[src/rtl/trap_ctrl.sv]
module trap_ctrl #(
  parameter int AW   = 32,
  parameter int NIRQ = 8
) (
  input  logic            clk,
  input  logic            rst_n,
  input  logic [AW-1:0]   pc_i,
  input  logic            brk_i,
  input  logic            scall_i,
  input  logic            dbe_i,
  input  logic            div_op_i,
  input  logic [AW-1:0]   divisor_i,
  input  logic [NIRQ-1:0] irq_i,
  input  logic            ret_i,
  input  logic [4:0]      ret_reg_i,
  input  logic            csr_we_i,
  input  logic [2:0]      csr_sel_i,
  input  logic [AW-1:0]   csr_wdata_i,
  output logic [AW-1:0]   csr_rdata_o,
  output logic            redirect_o,
  output logic [AW-1:0]   redirect_pc_o,
  output logic            gpr_we_o,
  output logic [4:0]      gpr_addr_o,
  output logic [AW-1:0]   gpr_wdata_o,
  output logic            div_commit_o
);
  localparam int BW = AW - 8;
  localparam logic [2:0] SEL_IE = 3'd0, SEL_IM = 3'd1, SEL_IP = 3'd2,
                         SEL_EBA = 3'd3, SEL_DEBA = 3'd4;
  localparam logic [2:0] ID_BRK = 3'd1, ID_DBE = 3'd4, ID_DIVZ = 3'd5,
                         ID_IRQ = 3'd6, ID_SCALL = 3'd7;
  localparam logic [4:0] REG_EA = 5'd30, REG_BA = 5'd31;

  logic [2:0]      ie_q;
  logic [NIRQ-1:0] im_q, ip_q;
  logic [BW-1:0]   eba_q, deba_q;
  logic            take, dbg;
  logic [2:0]      id;

  wire div_zero = div_op_i && (divisor_i == '0);
  wire irq_req  = ie_q[0] && |(ip_q & im_q);

  always_comb begin
    take = 1'b1;
    dbg  = 1'b0;
    id   = ID_BRK;
    if (brk_i)         dbg = 1'b1;
    else if (dbe_i)    id  = ID_DBE;
    else if (div_zero) id  = ID_DIVZ;
    else if (irq_req)  id  = ID_IRQ;
    else if (scall_i)  id  = ID_SCALL;
    else               take = 1'b0;
  end

  assign redirect_o    = take;
  assign redirect_pc_o = {dbg ? deba_q : eba_q, id, 5'b0};
  assign gpr_we_o      = take;
  assign gpr_addr_o    = dbg ? REG_BA : REG_EA;
  assign gpr_wdata_o   = pc_i;
  assign div_commit_o  = div_op_i && !div_zero && !take;

  wire wr_ie   = csr_we_i && csr_sel_i == SEL_IE;
  wire wr_im   = csr_we_i && csr_sel_i == SEL_IM;
  wire wr_ip   = csr_we_i && csr_sel_i == SEL_IP;
  wire wr_eba  = csr_we_i && csr_sel_i == SEL_EBA;
  wire wr_deba = csr_we_i && csr_sel_i == SEL_DEBA;
  wire [NIRQ-1:0] ip_clr = wr_ip ? csr_wdata_i[NIRQ-1:0] : '0;

  always_ff @(posedge clk or negedge rst_n) begin
    if (!rst_n) begin
      ie_q <= '0;
    end else if (take) begin
      ie_q <= dbg ? {ie_q[0], 2'b00} : {1'b0, ie_q[0], 1'b0};
    end else if (ret_i && ret_reg_i == REG_EA) begin
      ie_q <= {2'b00, ie_q[1]};
    end else if (ret_i && ret_reg_i == REG_BA) begin
      ie_q <= {2'b00, ie_q[2]};
    end else if (wr_ie) begin
      ie_q <= csr_wdata_i[2:0];
    end
  end

  always_ff @(posedge clk or negedge rst_n) begin
    if (!rst_n) begin
      im_q   <= '0;
      ip_q   <= '0;
      eba_q  <= '0;
      deba_q <= '0;
    end else begin
      ip_q <= (ip_q & ~ip_clr) | irq_i;
      if (wr_im)   im_q   <= csr_wdata_i[NIRQ-1:0];
      if (wr_eba)  eba_q  <= csr_wdata_i[AW-1:8];
      if (wr_deba) deba_q <= csr_wdata_i[AW-1:8];
    end
  end

  always_comb begin
    csr_rdata_o = '0;
    case (csr_sel_i)
      SEL_IE:   csr_rdata_o[2:0]      = ie_q;
      SEL_IM:   csr_rdata_o[NIRQ-1:0] = im_q;
      SEL_IP:   csr_rdata_o[NIRQ-1:0] = ip_q;
      SEL_EBA:  csr_rdata_o           = {eba_q, 8'h00};
      SEL_DEBA: csr_rdata_o           = {deba_q, 8'h00};
      default:  csr_rdata_o           = '0;
    endcase
  end
endmodule


[config.mk]
export PLATFORM = sky130hd
export DESIGN_NAME = trap_ctrl
export DESIGN_NICKNAME = d
export VERILOG_FILES = /design/src/rtl/trap_ctrl.sv
export SDC_FILE = /design/constraint.sdc
export NUM_CORES = 1
export LEC_CHECK = 0
export ABC_AREA = 1
export BUFFER_PORTS_ARGS = -buffer_cell sky130_fd_sc_hd__buf_4
export CORE_UTILIZATION = 45
export CTS_CLUSTER_SIZE = 24
export DETAILED_ROUTE_END_ITERATION = 7
export GPL_TIMING_DRIVEN = 0
export PLACE_DENSITY = 0.82
export SLEW_MARGIN = 15
export SYNTH_ARGS = -nofsm -noshare
export SYNTH_HDL_FRONTEND = slang
export SYNTH_SLANG_ARGS = --single-unit
[constraint.sdc]
create_clock -name clk -period 1.8 [get_ports clk]
set_input_delay 0.36 -clock clk [delete_from_list [all_inputs] [get_ports clk]]
set_output_delay 0.36 -clock clk [all_outputs]
set_load 0.01 [all_outputs]
# After elaboration in Yosys (flattened, before gate mapping)
# Cells that the tools add are included.
dict set report totals {
  output_inout_bits 104
  inputBits 120
  wordCells 54
  reg_bits 67
}
dict set report op_classes {
  bitwise 4
  n_eq_ne 6
  mux 22
  n_reduce_logical 17
}
# cell n
set ops {}
lappend ops {{24-bit one-hot mux with 2 select lines} 1}
lappend ops {{32-bit zero test} 1}
lappend ops {{3-bit two-way mux} 10}
lappend ops {{24-bit two-way mux} 1}
lappend ops {{8-bit bitwise AND} 2}
lappend ops {{1-bit logical AND} 11}
lappend ops {{5-bit == test (second input constant)} 2}
lappend ops {{5-bit one-hot mux with 2 select lines} 1}
lappend ops {{3-bit one-hot mux with 3 select lines} 1}
lappend ops {{8-bit two-way mux} 1}
lappend ops {{8-bit inverter} 1}
lappend ops {{8-bit OR} 1}
lappend ops {{8-bit OR reduction} 1}
lappend ops {{1-bit two-way mux} 7}
lappend ops {{3-bit by 2-bit == test with 1-bit output (second input constant)} 2}
lappend ops {{4-bit nonzero test} 1}
lappend ops {{3-bit by 1-bit == test with 1-bit output (second input constant)} 1}
lappend ops {{3-bit == test (second input constant)} 1}
lappend ops {{3-bit zero test} 1}
lappend ops {{1-bit zero test} 2}

# Depth between registers and ports, before layout
# Gate-level depths: netlist of run 1.
dict set report depth {
  depth_word 9
  mapped_depth 11
  depth_no_buf 11
}

# Worst setup path after synthesis of run 1
# Ideal clock, no wire load.
dict set report synth_timing {
  kind {register to output}
  from {reg im_q[0]}
  to {out div_commit_o}
  arrival_time_ns 1.213
  path_slack_ns 0.227
  path_stages_with_launch 8
  n_path_buf 0
  t_required_ns 1.440
  path_cell_list {dfrtp_1 > nand2_1 > nand2_1 > nor2_1 > nand2_1 > a21oi_4 > nand4_4 > nor2_1}
}
dict set report synth_between {
  elab_chain_len 9
}
# element line
set synth_rtl {}
lappend synth_rtl {{from (decl)} 35} ;# logic [NIRQ-1:0] im_q, ip_q;
lappend synth_rtl {{from (signal assigned)} 91} ;# if (wr_im) im_q <= csr_wdata_i[NIRQ-1:0];
lappend synth_rtl {{8-bit bitwise AND} 41} ;# wire irq_req = ie_q[0] && |(ip_q & im_q);
lappend synth_rtl {{8-bit OR reduction} 41}
lappend synth_rtl {{1-bit logical AND} 41}
lappend synth_rtl {{1-bit two-way mux} 50} ;# else if (irq_req) id = ID_IRQ;
lappend synth_rtl {{1-bit two-way mux} 49} ;# else if (div_zero) id = ID_DIVZ;
lappend synth_rtl {{1-bit two-way mux} 48} ;# else if (dbe_i) id = ID_DBE;
lappend synth_rtl {{1-bit two-way mux} 47} ;# if (brk_i) dbg = 1'b1;
lappend synth_rtl {{named net gpr_we_o} 22} ;# output logic gpr_we_o,
lappend synth_rtl {{1-bit zero test} 60} ;# assign div_commit_o = div_op_i && !div_zero && !take;
lappend synth_rtl {{1-bit logical AND} 60}
lappend synth_rtl {{to (decl)} 25} ;# output logic div_commit_o
# The timed path passes the listed nets, and every way through them passes these cells.

# Final worst setup path of run 1
dict set report layout_timing {
  from {reg ip_q[0]}
  to {out redirect_pc_o[7]}
}
dict set report layout_between {
  elab_chain_len 7
}
# element line
set layout_rtl {}
lappend layout_rtl {{from (decl)} 35}
lappend layout_rtl {{from (signal assigned)} 90} ;# ip_q <= (ip_q & ~ip_clr) | irq_i;
lappend layout_rtl {{8-bit bitwise AND} 41}
lappend layout_rtl {{8-bit OR reduction} 41}
lappend layout_rtl {{1-bit logical AND} 41}
lappend layout_rtl {{3-bit two-way mux} 50}
lappend layout_rtl {{3-bit two-way mux} 49}
lappend layout_rtl {{3-bit two-way mux} 48}
lappend layout_rtl {{3-bit two-way mux} 47}
lappend layout_rtl {{to (decl)} 21} ;# output logic [AW-1:0] redirect_pc_o,
# Every way passes these cells.

==> flow_summary.json, run 1 <==
{
  "syn_inst": 541,
  "drive_above_1_share": 0.381,
  "io_pins": 224,
  "p_clk_frac": 0.286,
  "max_cap_viol_count": 0,
  "failed_checks": "negative setup slack",
  "cp.arrival_ns": 1.73,
  "finalHoldViolations": 0,
  "cts_hold_buf": 0,
  "rsz0062_at_grt": "yes",
  "grt_pass1_wl_um": 18400,
  "critPathMaxFanout": 3,
  "antennaDiodeCount": 0,
  "reg2reg_to": "ie_q[2]",
  "power.density_nw_per_um2": 776,
  "reg2reg_depth": 11,
  "routed-via-count": 4245,
  "placementRows": 33,
  "grt_max_degree": 68,
  "fin_skew_ns": 0.0103,
  "required_ns": 1.44,
  "r2r-start": "ip_q[0]",
  "syn_area_per_cell_um2": 7.20,
  "cts-buffers-inserted": 9,
  "grt_pass1_vias": 4086,
  "fin_nets": 876,
  "place_hpwl_um": 9040,
  "drt_iter0_drc": 213,
  "area_growth_pct": 49.5,
  "cts_tree": "built",
  "max_freq_ghz": 0.479,
  "cts-root-buf": "clkbuf_8",
  "yosys_warnings": 0,
  "path_clk_slew_ns": 0.08,
  "drt_wl_total_um": 12200,
  "end_kind": "primary output",
  "place_congestion": 0.847,
  "antenna_found_initial": 0,
  "synth_area_um2": 3900,
  "outcome": "complete, but fails checks",
  "htree_levels": 3,
  "clock_path_buffers": 2,
  "slew_headroom": 0.434,
  "setup_viol": 6,
  "overflow": 0,
  "globalRouteMet1Util": 0.291,
  "r2r_slack_ns": 0.13,
  "start_util": 0.469,
  "tightest_slew_ns": 0.849,
  "seqPwrFrac": 0.421,
  "die_w_um": 95.1,
  "path_common_cell": "nand2_1",
  "setup_slack_ns": -0.287,
  "slew_viol_final": 0,
  "grt_use_met3": 0.0638,
  "dieArea_um2": 9030,
  "top_usage_layer": "met2",
  "criticalPathCategory": "flip-flop to primary output",
  "ant_nets": 0,
  "slowest_stage": "dfrtp_1",
  "peakVddDrop_mv": 0.614,
  "worst_skew_pair.late_latency_ns": 0.35,
  "most-common-layout-cells": "234 x buf_4, 157 x nand2_1, 72 x inv_1, 68 x o21ai_0, 67 x dfrtp_1",
  "final_common_cell": "buf_4",
  "cp_slowest_stage_delay_ns": 0.41,
  "power_leakage_nw": 3.15,
  "switching_share": 0.308,
  "grtUsageTotal": 0.267,
  "grt_use_met2": 0.487,
  "ys_types": 24,
  "dp_worst_setup_slack_ns": -0.276,
  "period_needed_ns": 2.09,
  "die_h_um": 95.1,
  "power_switching_mw": 1.39,
  "total_power_mw": 4.52,
  "via_per_inst": 4.90,
  "clock_sinks": 67,
  "fin_crit_sh": 1.16,
  "start_kind": "flip-flop",
  "port_buffers": 182,
  "first_pass_iters": 4,
  "ys_seq_elements": 67,
  "finalSetupTns_ns": -1.30,
  "drc_errors": 0,
  "critical_path.cell_chain": "nand2_1 > nand2_1 > nor2_2 > nand2_2 > a21oi_4 > buf_6 > nand3_2 > nand2_1 > inv_1 > buf_6",
  "synth_seq_area_share": 0.430,
  "power_frac_comb": 0.293,
  "core_um2": 8300,
  "internal-power_mw": 3.13,
  "hold_class": "input port to asynchronous set/reset pin",
  "wl_per_cell_um": 14.1
}
[cells by family after synthesis]
kind of cell / Yosys count / synth area share
other cells: 2 / 0.00193
flops: 67 / 0.430
simple gates: 209 / 0.218
compound gates: 123 / 0.166
mux: 1 / 0.00257
buf+inv: 139 / 0.181
[through the flow]
step | util | hold WS (ns) | area, um^2 | cells
after CTS | 0.696 | 0.148 | 5770 | 863
after detailed placement | 0.653 | 0.476 | 5420 | 835
after global routing | 0.702 | 0.190 | 5830 | 866
after floorplan | - | 0.0644 | 3920 | 548
final | 0.702 | 0.108 | 5830 | 866
after global placement | 0.653 | 0.466 | 5420 | 835
[flip-flops by register name, indices dropped and copies added (netlist names)]
signal	flops
deba_q	24
eba_q	24
im_q	8
ip_q	8
ie_q	3
[cell usage after synthesis]
cell type,number,area share
conb_1,2,0.0019
buf_2,5,0.0064
nand4_1,1,0.0016
nand2_1,161,0.16
dfrtp_1,67,0.43
a21oi_1,1,0.0013
buf_4,43,0.083
nor2_1,28,0.027
a22o_1,5,0.011
buf_6,2,0.0058
inv_2,4,0.0039
mux2i_1,1,0.0026
nor2_4,1,0.0029
a21oi_4,1,0.0042
inv_1,72,0.069
nor2_2,2,0.0032
nand2_2,2,0.0032
nand4_4,1,0.0055
clkbuf_1,13,0.013
nor3_4,1,0.0042
nand3_1,12,0.015
o21bai_1,1,0.0019
o21ai_1,37,0.048
o21ai_0,78,0.10
[timing repair]
action / CTS / global route
buffers inserted: 12 / 3
gates cloned: 0 / 0
endpoints found under the setup margin: 46 / 48
pin swaps: 6 / 3
gates resized for setup: 21 / 23
[power by group through the flow]
stage / Sequential (mW) / Clock (mW) / Combinational (mW)
2_1_floorplan: 1.89 / 0 / 0.640
3_3_place_gp: 1.92 / 0 / 1.20
6_report: 1.90 / 1.29 / 1.32
3_5_place_dp: 1.93 / 0 / 1.24
5_1_grt: 1.93 / 1.37 / 1.47
4_1_cts: 1.90 / 1.30 / 1.30
[worst max-delay path by stage]
| stage | from | to | slack [ns] |
|---|---|---|---|
| after detailed placement | csr_sel_i[0] | csr_rdata_o[22] | -0.28 |
| after global routing | ip_q[0] | redirect_pc_o[7] | -0.39 |
| after CTS | ip_q[4] | redirect_pc_o[7] | -0.30 |
| after global placement | csr_sel_i[0] | csr_rdata_o[24] | -0.24 |
| final | ip_q[0] | redirect_pc_o[7] | -0.29 |
| after floorplan | im_q[0] | div_commit_o | 0.23 |
[cell type report]
| type | instances | area (um^2) |
|---|---|---|
| plain buffers | 63 | 457 |
| clock buffers | 12 | 155 |
| clock inverters | 4 | 48.8 |
| fillers | 697 | 2470 |
| inverters | 76 | 288 |
| multi-input cells | 342 | 1570 |
| flip-flops and latches | 67 | 1680 |
| well taps | 105 | 131 |
| repair buffers | 197 | 1500 |
[worst max-delay path, delay by kind of cell, from the launching register on]
kind | cells | cell delay [ns]
and+or+nand+nor | 6 | 0.49
DFF | 1 | 0.41
AOI/OAI and AO/OA | 1 | 0.19
buffers and inverters | 3 | 0.28
[routing by layer]
metal,up-vias,share of wire
met4,0,0.027
li1,2057,-
met2,195,0.53
met5,-,0
met3,26,0.082
met1,1967,0.36
(Power assumes the default switching activity.)
==> run 2, diff against run 1 <==
HOLD_SLACK_MARGIN = 0.06   (was default)
clock period = 2 ns   (was 1.8 ns; I/O delays follow)
==> run 2 against run 1 <==
- the flow still finishes with violations (negative setup slack)
- core utilization decreased by 0.33 points
- die area unchanged
- clock-buffer cell count unchanged
- largest power group unchanged
- final area decreased by 0.47%
==> flow_summary.json, run 2 (synthesis results as in run 1) <==
{
  "seqCellArea_um2": 1680,
  "multi_input_area_um2": 1570,
  "fin_crit_sh": 1.07,
  "final_util": 0.699,
  "start_util": 0.469,
  "core_um2": 8300,
  "drc_errors": 0,
  "overflow": 0,
  "start_kind": "flip-flop",
  "cts_hold_buf": 0,
  "grt_pass1_wl_um": 18500,
  "power.density_nw_per_um2": 700,
  "port_buffers": 182,
  "final_common_cell": "buf_4",
  "wl_per_cell_um": 14.1,
  "antennaDiodeCount": 0,
  "top_regs": "deba_q (24), eba_q (24)",
  "drive_above_1_share": 0.382,
  "failed_checks": "negative setup slack",
  "tightest_slew_ns": 0.855,
  "htree_levels": 3,
  "setup_viol": 5,
  "critical_path.cell_chain": "nand2_1 > nand2_2 > nor2_2 > nand2_2 > a21oi_4 > buf_6 > nand3_2 > nand2_1 > inv_1 > buf_6",
  "slowest_stage": "dfrtp_1",
  "placementRows": 33,
  "die_h_um": 95.1,
  "criticalPathCategory": "flip-flop to primary output",
  "first_pass_iters": 5,
  "dieArea_um2": 9030,
  "slew_viol_final": 0,
  "power_switching_mw": 1.25,
  "critPathMaxFanout": 3,
  "most-common-layout-cells": "234 x buf_4, 157 x nand2_1, 77 x o21ai_0, 72 x inv_1, 67 x dfrtp_1",
  "drt_iter0_drc": 159,
  "place_hpwl_um": 9040,
  "drt_wl_total_um": 12200,
  "p_clk_frac": 0.286,
  "finalHoldViolations": 0,
  "max_cap_viol_count": 0,
  "reg2reg_depth": 11,
  "setup_slack_ns": -0.140,
  "io_pins": 224,
  "fill_cells": 696,
  "hold_class": "input port to asynchronous set/reset pin",
  "dp_worst_setup_slack_ns": -0.156,
  "seqPwrFrac": 0.422,
  "area_growth_pct": 48.8,
  "slew_headroom": 0.430,
  "max_freq_ghz": 0.467,
  "internal-power_mw": 2.81,
  "cp_slowest_stage_delay_ns": 0.40,
  "antenna_found_initial": 0,
  "grt_pass1_vias": 4079,
  "cts_tree": "built",
  "peakVddDrop_mv": 0.552,
  "cts-buffers-inserted": 9,
  "ant_nets": 0,
  "fin_nets": 875,
  "clock_path_buffers": 2,
  "clock_sinks": 67,
  "path_clk_slew_ns": 0.07,
  "end_kind": "primary output",
  "switching_share": 0.307,
  "period_needed_ns": 2.14,
  "required_ns": 1.60,
  "fin_skew_ns": 0.00909,
  "routed-via-count": 4247,
  "via_per_inst": 4.91,
  "rsz0062_at_grt": "yes",
  "power_frac_comb": 0.291,
  "place_congestion": 0.847,
  "power_leakage_nw": 3.14,
  "grt_max_degree": 68,
  "die_w_um": 95.1,
  "worst_skew_pair.late_latency_ns": 0.34,
  "cts-root-buf": "clkbuf_8",
  "cp.arrival_ns": 1.74,
  "grtUsageTotal": 0.268,
  "outcome": "complete, but fails checks"
}
## run 2: cell types whose count changed in the layout (fill, tap and decap cells not counted), sizes merged
cell,before,now
buf,248,249
clkbuf,24,22
## run 2: final timing paths
check                          start          endpoint  slack [ns]
min reg2reg                eba_q[23]         eba_q[23]        0.49
max                          ip_q[2]  redirect_pc_o[7]       -0.14
min in group clk            irq_i[4]           ip_q[4]        0.24
max reg2reg                  ip_q[2]           ie_q[2]        0.34
min                            rst_n          eba_q[8]        0.14
max in group asynchronous      rst_n         eba_q[13]        1.28
## run 2: repair_timing
action                     in CTS  in global routing
pin swaps                       5                  5
setup endpoints to repair      44                 26
buffers inserted               12                  2
resized for setup              14                 20
## run 2: power by group through the flow
stage,Sequential [mW],Combinational (mW),Clock [mW]
after floorplan,1.70,0.576,0
after global placement,1.72,1.08,0
after detailed placement,1.74,1.11,0
after CTS,1.71,1.17,1.17
after global routing,1.74,1.31,1.24
final,1.71,1.18,1.16
## run 2: cell type report
type	count	area share
multi-input cells	342	0.271
clock buffers	12	0.0268
repair buffers	196	0.257
flip-flops and latches	67	0.289
clock inverters	4	0.00842
well taps	105	0.0227
inverters	76	0.0492
plain buffers	63	0.0753
## run 2: stage by stage
stage | setup TNS, ns | total power [mW] | area [um^2] | std cells | hold slack, ns
2_1_floorplan | 0 | 2.28 | 3920 | 548 | 0.104
3_3_place_gp | -3.05 | 2.80 | 5420 | 835 | 0.466
3_5_place_dp | -3.58 | 2.85 | 5420 | 835 | 0.476
4_1_cts | -0.503 | 4.05 | 5750 | 863 | 0.188
5_1_grt | -0.987 | 4.29 | 5800 | 865 | 0.230
6_report | -0.578 | 4.06 | 5800 | 865 | 0.142
## run 2: routing by layer
layer	vias up	track usage	share of wire
met1	1959	0.294	0.36
met5	-	0	0
met4	0	0.120	0.023
met2	207	0.488	0.53
met3	25	0.0638	0.085
li1	2056	-	-
## run 2: worst max-delay path, delay by kind of cell (launching register included)
kind | cells | cell delay [ns]
AOI/OAI and AO/OA | 1 | 0.19
DFF | 1 | 0.40
buffers and inverters | 3 | 0.29
and+or+nand+nor | 6 | 0.52
==> run 3, diff against run 2 <==
CTS_CLUSTER_DIAMETER = 150   (was default)
GPL_ROUTABILITY_DRIVEN = 0   (was default)
RECOVER_POWER = 25   (was default)
==> run 3 against run 2 <==
- the flow finishes with violations (max-capacitance violations, max-slew violations, negative setup slack)
- critical path depth did not move
- fmax barely moved
- sequential share of layout area hardly changed
- largest power group unchanged
- global-route usage unchanged
- combinational power hardly changed
- core utilization is essentially flat
- highest routed layer unchanged
- largest cell class unchanged
==> flow_summary.json, run 3 (synthesis results as in run 1) <==
{
  "htree_levels": 3,
  "grt_pass1_vias": 4079,
  "fin_crit_sh": 1.07,
  "period_needed_ns": 2.14,
  "fill_cells": 696,
  "grtUsageTotal": 0.268,
  "fin_skew_ns": 0.00903,
  "most-common-layout-cells": "233 x buf_4, 157 x nand2_1, 77 x o21ai_0, 72 x inv_1, 67 x dfrtp_1",
  "fin_nets": 875,
  "tightest_slew_ns": 1.67,
  "clock_sinks": 67,
  "cp.arrival_ns": 1.74,
  "required_ns": 1.60,
  "critPathMaxFanout": 3,
  "finalSetupTns_ns": -0.577,
  "placementRows": 33,
  "max_cap_viol_count": 1,
  "end_kind": "primary output",
  "worst_skew_pair.late_latency_ns": 0.34,
  "port_buffers": 182,
  "path_clk_slew_ns": 0.08,
  "final_util": 0.698,
  "clock_path_buffers": 2,
  "cts_tree": "built",
  "drive_above_1_share": 0.382,
  "top_regs": "deba_q (24), eba_q (24)",
  "dp_worst_setup_slack_ns": -0.156,
  "drt_wl_total_um": 12200,
  "drt_iter0_drc": 159,
  "hold_class": "input port to flip-flop",
  "final_common_cell": "buf_4",
  "antenna_found_initial": 0,
  "seqCellArea_um2": 1680,
  "overflow": 0,
  "peakVddDrop_mv": 0.552,
  "grt_pass1_wl_um": 18500,
  "dieArea_um2": 9030,
  "failed_checks": "max-capacitance violations, max-slew violations, negative setup slack",
  "cts-root-buf": "clkbuf_8",
  "via_per_inst": 4.90,
  "first_pass_iters": 5,
  "slew_headroom": -0.116,
  "cts_hold_buf": 0,
  "criticalPathCategory": "flip-flop to primary output",
  "slew_viol_final": 68,
  "setup_viol": 5,
  "io_pins": 224,
  "cts-buffers-inserted": 9,
  "power_leakage_nw": 3.14,
  "slowest_stage": "dfrtp_1",
  "crit_family": "simple AND/OR/NAND/NOR gates",
  "area_growth_pct": 48.7,
  "grt_max_degree": 68,
  "routed-via-count": 4242,
  "start_kind": "flip-flop",
  "power.density_nw_per_um2": 700,
  "finalHoldViolations": 0,
  "outcome": "complete, but fails checks",
  "place_hpwl_um": 9040,
  "rsz0062_at_grt": "yes",
  "setup_slack_ns": -0.140,
  "start_util": 0.469,
  "multi_input_area_um2": 1570,
  "wl_per_cell_um": 14.1,
  "total_power_mw": 4.06,
  "cp_slowest_stage_delay_ns": 0.41,
  "max_freq_ghz": 0.467,
  "core_um2": 8300,
  "die_h_um": 95.1,
  "critical_path.cell_chain": "nand2_1 > nand2_2 > nor2_2 > nand2_2 > a21oi_4 > buf_6 > nand3_2 > nand2_1 > inv_1 > buf_6",
  "antennaDiodeCount": 0,
  "drc_errors": 0,
  "ant_nets": 0,
  "path_buf_inv": 3,
  "die_w_um": 95.1
}
run 3: cell type report:
| type | count | share of cell area |
|---|---|---|
| sequential | 67 | 0.289 |
| multi-input combinational | 342 | 0.272 |
| timing repair buffer | 196 | 0.257 |
| buffer | 63 | 0.0753 |
| inverter | 76 | 0.0492 |
| clock buffer | 12 | 0.0268 |
| tap | 105 | 0.0227 |
| clock inverter | 4 | 0.00842 |
run 3: per-stage QoR:
stage	hold WS (ns)	cell area (um^2)	cells
after floorplan	0.104	3920	548
after global placement	0.466	5420	835
after detailed placement	0.476	5420	835
after CTS	0.188	5750	863
after global routing	0.237	5800	865
final	0.239	5800	865
run 3: path summary, 6_finish.rpt:
check,from,to,slack [ns],cells past startpoint
worst max register to register,im_q[2],ie_q[2],0.34,11
worst min register to register,eba_q[23],eba_q[23],0.49,2
worst min-delay path,irq_i[4],ip_q[4],0.24,3
max in group asynchronous,rst_n,eba_q[13],0.52,1
worst max-delay path,im_q[2],redirect_pc_o[7],-0.14,10
min in group asynchronous,rst_n,eba_q[8],0.46,1
run 3: timing repair:
action,CTS,global route
endpoints found under the setup margin,44,26
resized for setup,14,20
pin swaps,5,5
setup buffers,12,2
run 3: per-layer routing:
metal | GRT usage | up-vias | part of all wire
met5 | 0 | - | 0
met4 | 0.120 | 0 | 0.022
met3 | 0.0638 | 21 | 0.086
met2 | 0.488 | 207 | 0.53
met1 | 0.294 | 1958 | 0.36
li1 | - | 2056 | -
run 3: report_power, final:
group	internal [mW]	total, mW	switching (mW)	leakage, nW
registers	1.57	1.71	0.142	0.817
logic	0.595	1.18	0.586	2.22
clock network	0.643	1.16	0.519	0.106
run 3: tightest hold or removal path, stage by stage:
cell	delay [ns]
buf_4	0.08
inv_1	0.03
nand2_1	0.05
